**config.mk**
```make
export PLATFORM = sky130hd
export DESIGN_NAME = quad_pos_decoder
export DESIGN_NICKNAME = d
export VERILOG_FILES = /design/src/rtl/qd_pkg.sv /design/src/rtl/qd_sync.sv /design/src/rtl/qd_filter.sv /design/src/rtl/qd_decode.sv /design/src/rtl/quad_pos_decoder.sv
export SDC_FILE = /design/constraint.sdc
export NUM_CORES = 1
export LEC_CHECK = 0
export CORE_UTILIZATION = 47
export DETAILED_ROUTE_END_ITERATION = 6
export GPL_ROUTABILITY_DRIVEN = 0
export PLACE_DENSITY = 0.67
export SLEW_MARGIN = 25
export SYNTH_ARGS = -nofsm -noshare
export SYNTH_HDL_FRONTEND = slang
export SYNTH_SLANG_ARGS = --single-unit
```
**constraint.sdc**
```tcl
create_clock -name clk -period 4.9 [get_ports clk]
set_clock_uncertainty 0.05 [all_clocks]
set_input_delay 0.735 -clock clk [delete_from_list [all_inputs] [get_ports clk]]
set_output_delay 0.735 -clock clk [all_outputs]
set_load 0.005 [all_outputs]
```
**src/rtl/qd_pkg.sv**
```systemverilog
package qd_pkg;
   localparam int unsigned QD_SEL_W   = 3;
   localparam int unsigned QD_MAX_DIV = 256;

   typedef enum logic [1:0] {
      STEP_NONE = 2'd0,
      STEP_UP   = 2'd1,
      STEP_DOWN = 2'd2,
      STEP_BAD  = 2'd3
   } qd_step_e;

   // map divider select code onto the legal prescale set (8 excluded)
   function automatic int unsigned div_of_sel(input logic [QD_SEL_W-1:0] sel);
      case (sel)
         3'd0:    return 1;
         3'd1:    return 2;
         3'd2:    return 4;
         3'd3:    return 16;
         3'd4:    return 32;
         3'd5:    return 64;
         3'd6:    return 128;
         default: return 256;
      endcase
   endfunction
endpackage

```
**src/rtl/qd_sync.sv**
```systemverilog
module qd_sync #(
   parameter int unsigned STAGES = 2
) (
   input  logic clk,
   input  logic rst,
   input  logic d,
   output logic q
);
   generate
      if (STAGES < 2) begin : g_bad_stages
         $error("qd_sync: STAGES must be at least 2");
      end
   endgenerate

   logic [STAGES-1:0] shreg;

   always_ff @(posedge clk) begin
      if (rst) shreg <= '0;
      else     shreg <= {shreg[STAGES-2:0], d};
   end

   assign q = shreg[STAGES-1];
endmodule

```
**src/rtl/qd_filter.sv**
```systemverilog
module qd_filter
   import qd_pkg::*;
#(
   parameter int unsigned SAMPLES = 3
) (
   input  logic                clk,
   input  logic                rst,
   input  logic                en,
   input  logic [QD_SEL_W-1:0] div_sel,
   input  logic                d,
   output logic                q
);
   localparam int unsigned PRE_W = $clog2(QD_MAX_DIV);
   localparam int unsigned NS_W  = $clog2(SAMPLES + 1);

   generate
      if (SAMPLES < 1) begin : g_bad_samples
         $error("qd_filter: SAMPLES must be at least 1");
      end
   endgenerate

   logic             cand;
   logic             fq;
   logic [PRE_W-1:0] pre;
   logic [PRE_W-1:0] div_m1;
   logic [NS_W-1:0]  nsamp;

   assign div_m1 = PRE_W'(div_of_sel(div_sel) - 1);

   // prescaler and sample counter restart on every candidate change
   always_ff @(posedge clk) begin
      if (rst) begin
         cand  <= 1'b0;
         fq    <= 1'b0;
         pre   <= '0;
         nsamp <= NS_W'(SAMPLES);
      end else if (d != cand) begin
         cand  <= d;
         pre   <= '0;
         nsamp <= '0;
      end else if (nsamp != NS_W'(SAMPLES)) begin
         if (pre >= div_m1) begin
            pre   <= '0;
            nsamp <= nsamp + NS_W'(1);
            if (nsamp == NS_W'(SAMPLES - 1)) fq <= cand;
         end else begin
            pre <= pre + PRE_W'(1);
         end
      end
   end

   assign q = en ? fq : d;

   // filtered level only ever moves to the value held as candidate
   assert_filter_cand_R5: assert property (@(posedge clk) disable iff (rst)
      (fq != $past(fq)) |-> (fq == $past(cand)));
endmodule

```
**src/rtl/qd_decode.sv**
```systemverilog
module qd_decode
   import qd_pkg::*;
#(
   parameter int unsigned POS_W     = 32,
   parameter int unsigned IDX_DELAY = 3
) (
   input  logic             clk,
   input  logic             rst,
   input  logic             a,
   input  logic             b,
   input  logic             idx,
   input  logic             idx_clear_en,
   input  logic             err_clear,
   output logic [POS_W-1:0] position,
   output logic             dir_fwd,
   output logic             count_pulse,
   output logic             index_pulse,
   output logic             trans_err
);
   generate
      if (IDX_DELAY < 2) begin : g_bad_delay
         $error("qd_decode: IDX_DELAY must be at least 2");
      end
      if (POS_W < 2) begin : g_bad_width
         $error("qd_decode: POS_W must be at least 2");
      end
   endgenerate

   logic [1:0]           ab_q;
   logic                 idx_q;
   logic                 recog;
   logic [IDX_DELAY-1:0] idx_pipe;
   logic                 clear_now;
   qd_step_e             step;

   // four-per-cycle transition table, {a,b}; forward is A leading B
   always_comb begin
      case ({ab_q, a, b})
         4'b0010, 4'b1011, 4'b1101, 4'b0100: step = STEP_UP;
         4'b0001, 4'b0111, 4'b1110, 4'b1000: step = STEP_DOWN;
         4'b0011, 4'b1100, 4'b0110, 4'b1001: step = STEP_BAD;
         default:                            step = STEP_NONE;
      endcase
   end

   // rising index edge going forward, falling edge going backward
   assign recog     = dir_fwd ? (idx & ~idx_q) : (~idx & idx_q);
   assign clear_now = idx_clear_en & idx_pipe[IDX_DELAY-1];

   always_ff @(posedge clk) begin
      if (rst) begin
         ab_q        <= 2'b00;
         idx_q       <= 1'b0;
         idx_pipe    <= '0;
         position    <= '0;
         dir_fwd     <= 1'b1;
         count_pulse <= 1'b0;
         trans_err   <= 1'b0;
      end else begin
         ab_q        <= {a, b};
         idx_q       <= idx;
         idx_pipe    <= {idx_pipe[IDX_DELAY-2:0], recog};
         count_pulse <= 1'b0;
         if (clear_now) begin
            position <= '0;
         end else if (step == STEP_UP) begin
            position    <= position + POS_W'(1);
            count_pulse <= 1'b1;
         end else if (step == STEP_DOWN) begin
            position    <= position - POS_W'(1);
            count_pulse <= 1'b1;
         end
         if (step == STEP_UP)        dir_fwd <= 1'b1;
         else if (step == STEP_DOWN) dir_fwd <= 1'b0;
         if (step == STEP_BAD)  trans_err <= 1'b1;
         else if (err_clear)    trans_err <= 1'b0;
      end
   end

   assign index_pulse = idx_pipe[0];

   assert_unit_step_R2: assert property (@(posedge clk) disable iff (rst)
      count_pulse |-> ((position == $past(position) + POS_W'(1)) ||
                       (position == $past(position) - POS_W'(1))));

   assert_dir_match_R3: assert property (@(posedge clk) disable iff (rst)
      count_pulse |-> (dir_fwd == (position == $past(position) + POS_W'(1))));

   assert_index_clear_R10: assert property (@(posedge clk) disable iff (rst)
      $past(clear_now) |-> (position == '0));

   assert_bad_holds_R11: assert property (@(posedge clk) disable iff (rst)
      ($rose(trans_err) && !$past(clear_now)) |-> $stable(position));
endmodule

```
**src/rtl/quad_pos_decoder.sv**
```systemverilog
module quad_pos_decoder
   import qd_pkg::*;
#(
   parameter int unsigned POS_W       = 32,
   parameter int unsigned SYNC_STAGES = 2,
   parameter int unsigned FLT_SAMPLES = 3,
   parameter int unsigned IDX_DELAY   = 3
) (
   input  logic                clk,
   input  logic                rst,
   input  logic                phase_a_in,
   input  logic                phase_b_in,
   input  logic                index_in,
   input  logic                filt_en,
   input  logic [QD_SEL_W-1:0] filt_div_sel,
   input  logic                idx_clear_en,
   input  logic                err_clear,
   output logic [POS_W-1:0]    position,
   output logic                dir_fwd,
   output logic                count_pulse,
   output logic                index_pulse,
   output logic                trans_err
);
   localparam int unsigned N_CH = 3;

   logic [N_CH-1:0] raw_vec;
   logic [N_CH-1:0] sync_vec;
   logic [N_CH-1:0] filt_vec;

   assign raw_vec = {index_in, phase_b_in, phase_a_in};

   generate
      for (genvar ch = 0; ch < N_CH; ch++) begin : g_chan
         qd_sync #(.STAGES(SYNC_STAGES)) u_sync (
            .clk (clk),
            .rst (rst),
            .d   (raw_vec[ch]),
            .q   (sync_vec[ch])
         );
         qd_filter #(.SAMPLES(FLT_SAMPLES)) u_filt (
            .clk     (clk),
            .rst     (rst),
            .en      (filt_en),
            .div_sel (filt_div_sel),
            .d       (sync_vec[ch]),
            .q       (filt_vec[ch])
         );
      end
   endgenerate

   qd_decode #(.POS_W(POS_W), .IDX_DELAY(IDX_DELAY)) u_dec (
      .clk          (clk),
      .rst          (rst),
      .a            (filt_vec[0]),
      .b            (filt_vec[1]),
      .idx          (filt_vec[2]),
      .idx_clear_en (idx_clear_en),
      .err_clear    (err_clear),
      .position     (position),
      .dir_fwd      (dir_fwd),
      .count_pulse  (count_pulse),
      .index_pulse  (index_pulse),
      .trans_err    (trans_err)
   );
endmodule

```
==> results of run 1 <==
## final timing paths
kind	from	endpoint	slack [ps]	depth (start not counted)
worst max register to register	g_chan[0].u_sync.shreg[1]	u_dec.position[26]	870	18
worst max-delay path	filt_en	u_dec.position[31]	420	17
worst min-delay path	g_chan[0].u_sync.shreg[0]	g_chan[0].u_sync.shreg[1]	380	1
worst min register to register	g_chan[0].u_sync.shreg[0]	g_chan[0].u_sync.shreg[1]	380	1
## through the flow
step,power (mW),instances,worst slack (ps)
floorplan,1.98,695,538
global placement,2.34,871,66.4
detailed placement,2.37,871,-62.4
CTS,3.01,887,291
global route,3.23,887,43.0
finish,3.01,887,420
## state kept, by name (all words and copies together), names as in the netlist
register             flops
u_dec.position          32
g_chan.u_filt.cand       3
g_chan.u_filt.nsamp      6
g_chan.u_sync.shreg      6
g_chan.u_filt.pre       24
u_dec.idx_q              1
u_dec.dir_fwd            1
g_chan.u_filt.fq         3
u_dec.count_pulse        1
u_dec.trans_err          1
u_dec.ab_q               2
u_dec.idx_pipe           3
## logic make-up after synthesis
group                    Yosys count  synth area share
AO/OA/AOI/OAI                    168             0.200
XOR/XNOR                          51            0.0780
adder cells (fa/ha/maj)           63             0.139
buffers and inverters             46            0.0374
flip-flops                        83             0.290
multiplexers                      15            0.0262
AND/OR/NAND/NOR                  269             0.229
## placed cells by master (no fill, tap or decap), types with 3 or more instances in the layout
master,count
nand2_1,45
xnor2_1,29
and3b_1,3
o21ai_0,31
mux2i_1,15
o211ai_1,8
dfxtp_1,83
buf_4,10
clkdlybuf4s50_1,46
a31oi_1,6
nand2b_1,6
xor2_1,22
or3_1,3
or2_2,4
nand3_1,28
inv_1,21
nor2_1,100
and2_1,9
o21ai_1,5
nand4_1,8
a21oi_1,50
nor3b_1,3
ha_1,61
o21a_1,4
and3_1,6
clkbuf_16,9
a21o_1,21
nor3_1,21
nor2b_1,19
o21bai_1,9
## power by group through the flow
stage / Sequential [mW] / Combinational (mW) / Clock (mW)
6_report: 0.819 / 1.56 / 0.638
5_1_grt: 0.830 / 1.72 / 0.678
4_1_cts: 0.819 / 1.55 / 0.648
3_5_place_dp: 0.832 / 1.53 / 0
3_3_place_gp: 0.832 / 1.51 / 0
2_1_floorplan: 0.823 / 1.15 / 0
## layer usage
layer / global-route usage / up-vias
li1: - / 2559
met1: 0.282 / 2355
met2: 0.346 / 103
met3: 0.0427 / 21
met4: 0.0827 / 0
met5: 0 / -
## area by class of cell
cell class | instances | area share
clock buffers | 11 | 0.0352
clock inverters | 5 | 0.00569
inverters | 22 | 0.0125
multi-input cells | 566 | 0.584
flip-flops and latches | 83 | 0.252
well taps | 143 | 0.0271
repair buffers | 57 | 0.0841
==> key figures, run 1 <==
Run status
  – Status: complete, but fails checks
  – Failing checks: DRC

Synth
  – Largest area contributor in the netlist: dfxtp_1
  – Area of the mapped netlist: 5720 sq um
  – Sequential area share after synthesis: 0.290
  – Yosys reg bits: 83
  – Synth unique cells: slightly above 70
  – Count leader, synth: nor2_1
  – Asr flop ratio synth: 0
  – Post-synth EDFFs: 0
  – Mapped Nets: 769
  – Ranking of synthesized cells by area: dfxtp_1 (29%), ha_1 (14%), nor2_1 (6.6%), xnor2_1 (4.4%), a21oi_1 (4.4%)
  – Top FF cell, synth: dfxtp_1
  – Cells after Synth: 695
  – Avg Synthesized Cell Area: 8.23 sq um
  – Synth warn: 0
  – List of most frequent post-synthesis cells: nor2_1 (100), dfxtp_1 (83), ha_1 (62), a21oi_1 (50), nand2_1 (45)
  – Synth top area share: 0.290

Floorplan
  – Die area: roughly 13000 sq um
  – Width of the die: 112 um
  – Core Rows: 39
  – IO Pins: 47
  – Core ar.: 11700 sq um
  – Die height: 112 um
  – Initial Utilization: 0.491

CTS
  – Hold buffers post-CTS: 0
  – Root Driver: clkbuf_16
  – Setup Buffers After CTS: 0
  – CTS Buf Count: 9
  – Clk pin slew, worst setup/hold paths: 60 ps
  – CTS tree: yes
  – Clk_lat worst skew: about 350 ps
  – Post-cts resize count: 0
  – Clock buffer depth: 2
  – Clk sink count: 83
  – H-tree depth: 3

Detailed routing
  – Vias per cell: 5.68
  – Uppermost layer routed: met4
  – First drt pass iteration count: 6
  – Final Routed Wirelength: 12.8 mm
  – WL met3: 567 um
  – Post-route DRC violation count: 3
  – Antenna viol nets, final: 0
  – Wl on met1: 6.23 mm
  – Routed vias: approximately 5.0k
  – Metal2 WL: 5.72 mm
  – Per-cell routed wire length: 14.4 um
  – Iteration-0 DRC count of the detailed router: 257

STA
  – Min cycle time layout: 4480 ps
  – Slew headroom: 0.627
  – Final hold violation count: 0
  – Final setup viols: 0
  – Minimum hold slack: roughly 380 ps
  – Worst-Margin Slew: about 560 ps
  – Fmax: around 220 MHz
  – Final period util: 0.914
  – RSZ-0062 raised after global routing: no
  – Fin. max-slew vios: 0
  – TNS Setup: 0 ps

Cells and area
  – Diodes inserted: 0
  – Synth-to-layout area growth: 15.4%
  – Design Area, Final: between 6000 and 7000 sq um
  – Layout cells sized above 1: 0.0672
  – Register area: 1660 sq um
  – Fin util: 0.566
  – Multi-input logic area: 3850 sq um
  – Fill cells: 1080
  – # nets final: 813

Pwr
  – Psw: around 1.2 mW
  – Pleak: 2.93 nW
  – PwrDens: 456 nW/um^2
  – Sw Ratio: 0.395
  – Internal power: 1.82 mW
  – Combinational share of power: 0.517
  – Seq pwr share: 0.272
  – Clk network pwr share: 0.212
  – Max VDD drop: 327 uV

Setup path
  – CP top delay family: compound AO/OA/AOI/OAI gates
  – Crit start category: input pin
  – Worst EP arrival: between 4000 and 5000 ps
  – Worst setup EP type: register
  – Critical path class: in2reg
  – WP data required: 5130 ps
  – Slowest CP cell: clkdlybuf4s50_1
  – CP Buf/Inv Count: 4
  – Biggest cell delay along the critical path: 570 ps
  – CP Cell Sequence: clkdlybuf4s50_1 -> mux2i_1 -> nand2_1 -> o21ai_0 -> inv_1 -> ha_1 -> inv_1 -> buf_12 -> ha_1 -> a21oi_2 -> nand2_1 -> o2111ai_1 -> a31o_1 -> nand2_1 -> o41ai_2 -> mux2i_1 -> mux2i_1
  – Critical path fanouts, max: 32

Place
  – DP Area: between 6000 and 7000 sq um
  – Final HPWL DP: 9.47 mm
  – Port Buffers: 46

Min path
  – Hold Crit Class: reg2reg

GRT
  – Total GRT Usage: 0.214
  – Initial antenna violation count: 0
  – GR Overflow Total: 0
  – Largest net degree at the start of global routing: 52
  – Vias in the first global route: 4765
  – First-pass GRT wire length: 22.0 mm

Flow run
  – Max_cap viols: 0
(Power assumes the default switching activity.)
==> inputs of run 2 (changes only) <==
--- a/config.mk
+++ b/config.mk
@@ -8,4 +8,6 @@
 export CORE_UTILIZATION = 47
+export CTS_CLUSTER_DIAMETER = 30
 export DETAILED_ROUTE_END_ITERATION = 6
 export GPL_ROUTABILITY_DRIVEN = 0
+export MAX_ROUTING_LAYER = met4
 export PLACE_DENSITY = 0.67
--- a/constraint.sdc
+++ b/constraint.sdc
@@ -4,2 +4,2 @@
 set_output_delay 0.735 -clock clk [all_outputs]
-set_load 0.005 [all_outputs]
+set_load 0.1 [all_outputs]
==> run 2 against run 1 <==
Against the previous run: the flow still finishes with violations (DRC); sequential share of layout area did not move; count of clock-buffer cells in the layout is the same; sequential power about the same; largest cell class unchanged; highest routed layer unchanged.
==> key figures, run 2 (same netlist as run 1, synthesis figures left out) <==
Min path
  – Hold Crit Class: reg2reg
  – WHS Path Cells: 1 (unchanged)

Cells and area
  – Fill cells: 1080 (unchanged)
  – Largest register FFs: 32 (unchanged)
  – Top flop regs: u_dec.position x32, g_chan.u_filt.pre x24
  – Diodes inserted: 0 (unchanged)
  – Layout cells sized above 1: 0.0672 (unchanged)
  – Largest Register: u_dec.position
  – Leading cell types in the layout, fill and taps excluded: nor2_1 (100), dfxtp_1 (83), ha_1 (61), a21oi_1 (50), clkdlybuf4s50_1 (46)
  – Commonest non-fill, non-tap cell in the layout: nor2_1
  – Register area: 1660 sq um (unchanged)
  – Final std cells w/o fill: 887 (unchanged)
  – # nets final: 813 (unchanged)
  – Synth-to-layout area growth: 15.4% (unchanged)
  – Multi-input logic area: 3850 sq um (unchanged)

STA
  – Fin. max-slew vios: 0 (unchanged)
  – Worst-Margin Slew: 998 ps (+437 ps)
  – RSZ-0062 raised after global routing: no
  – Min cycle time layout: 4490 ps (+13.3 ps)
  – Fmax: 223 MHz (-0.29%)
  – Final setup viols: 0 (unchanged)
  – Final hold violation count: 0 (unchanged)
  – Final period util: 0.917 (+0.00271)
  – Slew headroom: 0.333 (-0.294)

CTS
  – CTS tree: yes
  – Clk_lat worst skew: 350 ps (about the same)
  – Clock buffer depth: 2 (unchanged)
  – Clk sink count: 83 (unchanged)
  – Root Driver: clkbuf_16
  – CTS Buf Count: 9 (unchanged)
  – Setup Buffers After CTS: 0 (unchanged)
  – H-tree depth: 3 (unchanged)
  – Clk pin slew, worst setup/hold paths: 60 ps (about the same)

Setup path
  – Critical path class: in2reg
  – R2R Setup Slk: 850 ps (-20 ps)
  – WP data required: 5090 ps (-40 ps)
  – Worst Reg-to-Reg Cells: 18 (unchanged)
  – Crit start category: input pin
  – Worst EP arrival: 4680 ps (-30 ps)
  – Worst setup EP type: register
  – Critical path fanouts, max: 32 (unchanged)

Detailed routing
  – Antenna viol nets, final: 0 (unchanged)
  – Per-cell routed wire length: 14.4 um (+0.13%)
  – Routed vias: 5047 (+0.18%)
  – Final Routed Wirelength: 12.8 mm (+0.13%)
  – Post-route DRC violation count: 3 (unchanged)
  – Vias per cell: 5.69 (+0.18%)
  – First drt pass iteration count: 7 (+1)
  – Iteration-0 DRC count of the detailed router: 250 (-2.7%)

Floorplan
  – Core ar.: 11700 sq um (unchanged)
  – Core Rows: 39 (unchanged)
  – Initial Utilization: 0.491 (unchanged)
  – Die height: 112 um (unchanged)
  – IO Pins: 47 (unchanged)
  – Width of the die: 112 um (unchanged)
  – Die area: 12600 sq um (unchanged)

Pwr
  – Max VDD drop: 397 uV (+22%)
  – PwrDens: 523 nW/um^2 (+15%)
  – Pleak: 2.93 nW (unchanged)
  – Tot Pwr: 3.45 mW (+15%)

GRT
  – Grt met3 use: 0.0427 (unchanged)
  – First-pass GRT wire length: 22.0 mm (about the same)
  – Initial antenna violation count: 0 (unchanged)
  – Vias in the first global route: 4760 (-0.10%)
  – Largest net degree at the start of global routing: 52 (unchanged)
  – GR Util met1: 0.282 (unchanged)
  – GR Overflow Total: 0 (unchanged)
  – Met2 usage in global routing: 0.347 (+0.000414)
  – Layer with the highest usage: met2
  – Total GRT Usage: 0.221 (+0.00666)

Place
  – Final HPWL DP: 9.47 mm (unchanged)
  – Post-Place Cells: 871 (unchanged)
  – Port Buffers: 46 (unchanged)

Run status
  – Failing checks: DRC
  – Status: complete, but fails checks

Flow run
  – Max_cap viols: 0 (unchanged)
==> run 2: cell counts in the layout (fill, tap and decap cells not counted) <==
No cell type changed its count.
==> run 2: layout make-up <==
class | count | share of cell area
clock buffer | 11 | 0.0352
clock inverter | 5 | 0.00569
inverter | 22 | 0.0125
multi-input combinational | 566 | 0.584
sequential | 83 | 0.252
tap | 143 | 0.0271
timing repair buffer | 57 | 0.0841
==> run 2: stage by stage <==
stage / worst slack (ps) / cell area, sq um / hold WS [ps] / utilization / setup TNS, ps
after global placement: 66.4 / 6330 / 366 / 0.543 / 0
final: 407 / 6600 / 383 / 0.566 / 0
after detailed placement: -62.4 / 6330 / 374 / 0.543 / -236
after global routing: 43.5 / 6600 / 409 / 0.566 / 0
after floorplan: 538 / 5720 / 364 / - / 0
after CTS: 291 / 6600 / 389 / 0.566 / 0
==> run 2: worst max-delay path: stages <==
cell             delay [ps]
clkdlybuf4s50_1         500
o21ai_2                 310
mux2i_1                 240
nand2_1                  70
o21a_1                  160
inv_1                    60
ha_1                    180
inv_1                    80
buf_12                  170
fa_1                    430
a21oi_2                 240
o31ai_4                 100
a2111oi_4               510
nor4_1                  150
nor3_2                  280
o21ai_1                 150
a31oi_1                 190
o21ai_1                  80
==> run 2: worst paths after layout <==
kind                                   from                   endpoint
hold / removal    g_chan[0].u_sync.shreg[0]  g_chan[0].u_sync.shreg[1]
setup reg to reg  g_chan[0].u_sync.shreg[1]         u_dec.position[26]
hold reg to reg   g_chan[0].u_sync.shreg[0]  g_chan[0].u_sync.shreg[1]
setup / recovery                    filt_en         u_dec.position[26]
==> run 2: what timing repair did <==
item / in CTS / in global routing
hold buffers: 0 / 0
endpoints found under the setup margin: 0 / 4
resized for setup: 0 / 1
hold endpoints to repair: 0 / 0
==> run 2: metal layers <==
| metal | vias to the layer above | wire (um) |
|---|---|---|
| met3 | 23 | 574 |
| li1 | 2562 | - |
| met2 | 109 | 5700 |
| met1 | 2353 | 6250 |
| met5 | - | 0 |
| met4 | 0 | 266 |
==> run 2: power breakdown <==
part           internal, mW  switching (mW)
registers             0.750          0.0683
logic                 0.726            1.27
clock network         0.346           0.293
total                  1.82            1.63
==> inputs of run 3 (changes only) <==
CTS_CLUSTER_SIZE = 10   (was unset)
==> results of run 3 <==
The final DEF is identical to that of run 2; final timing and power are the same.
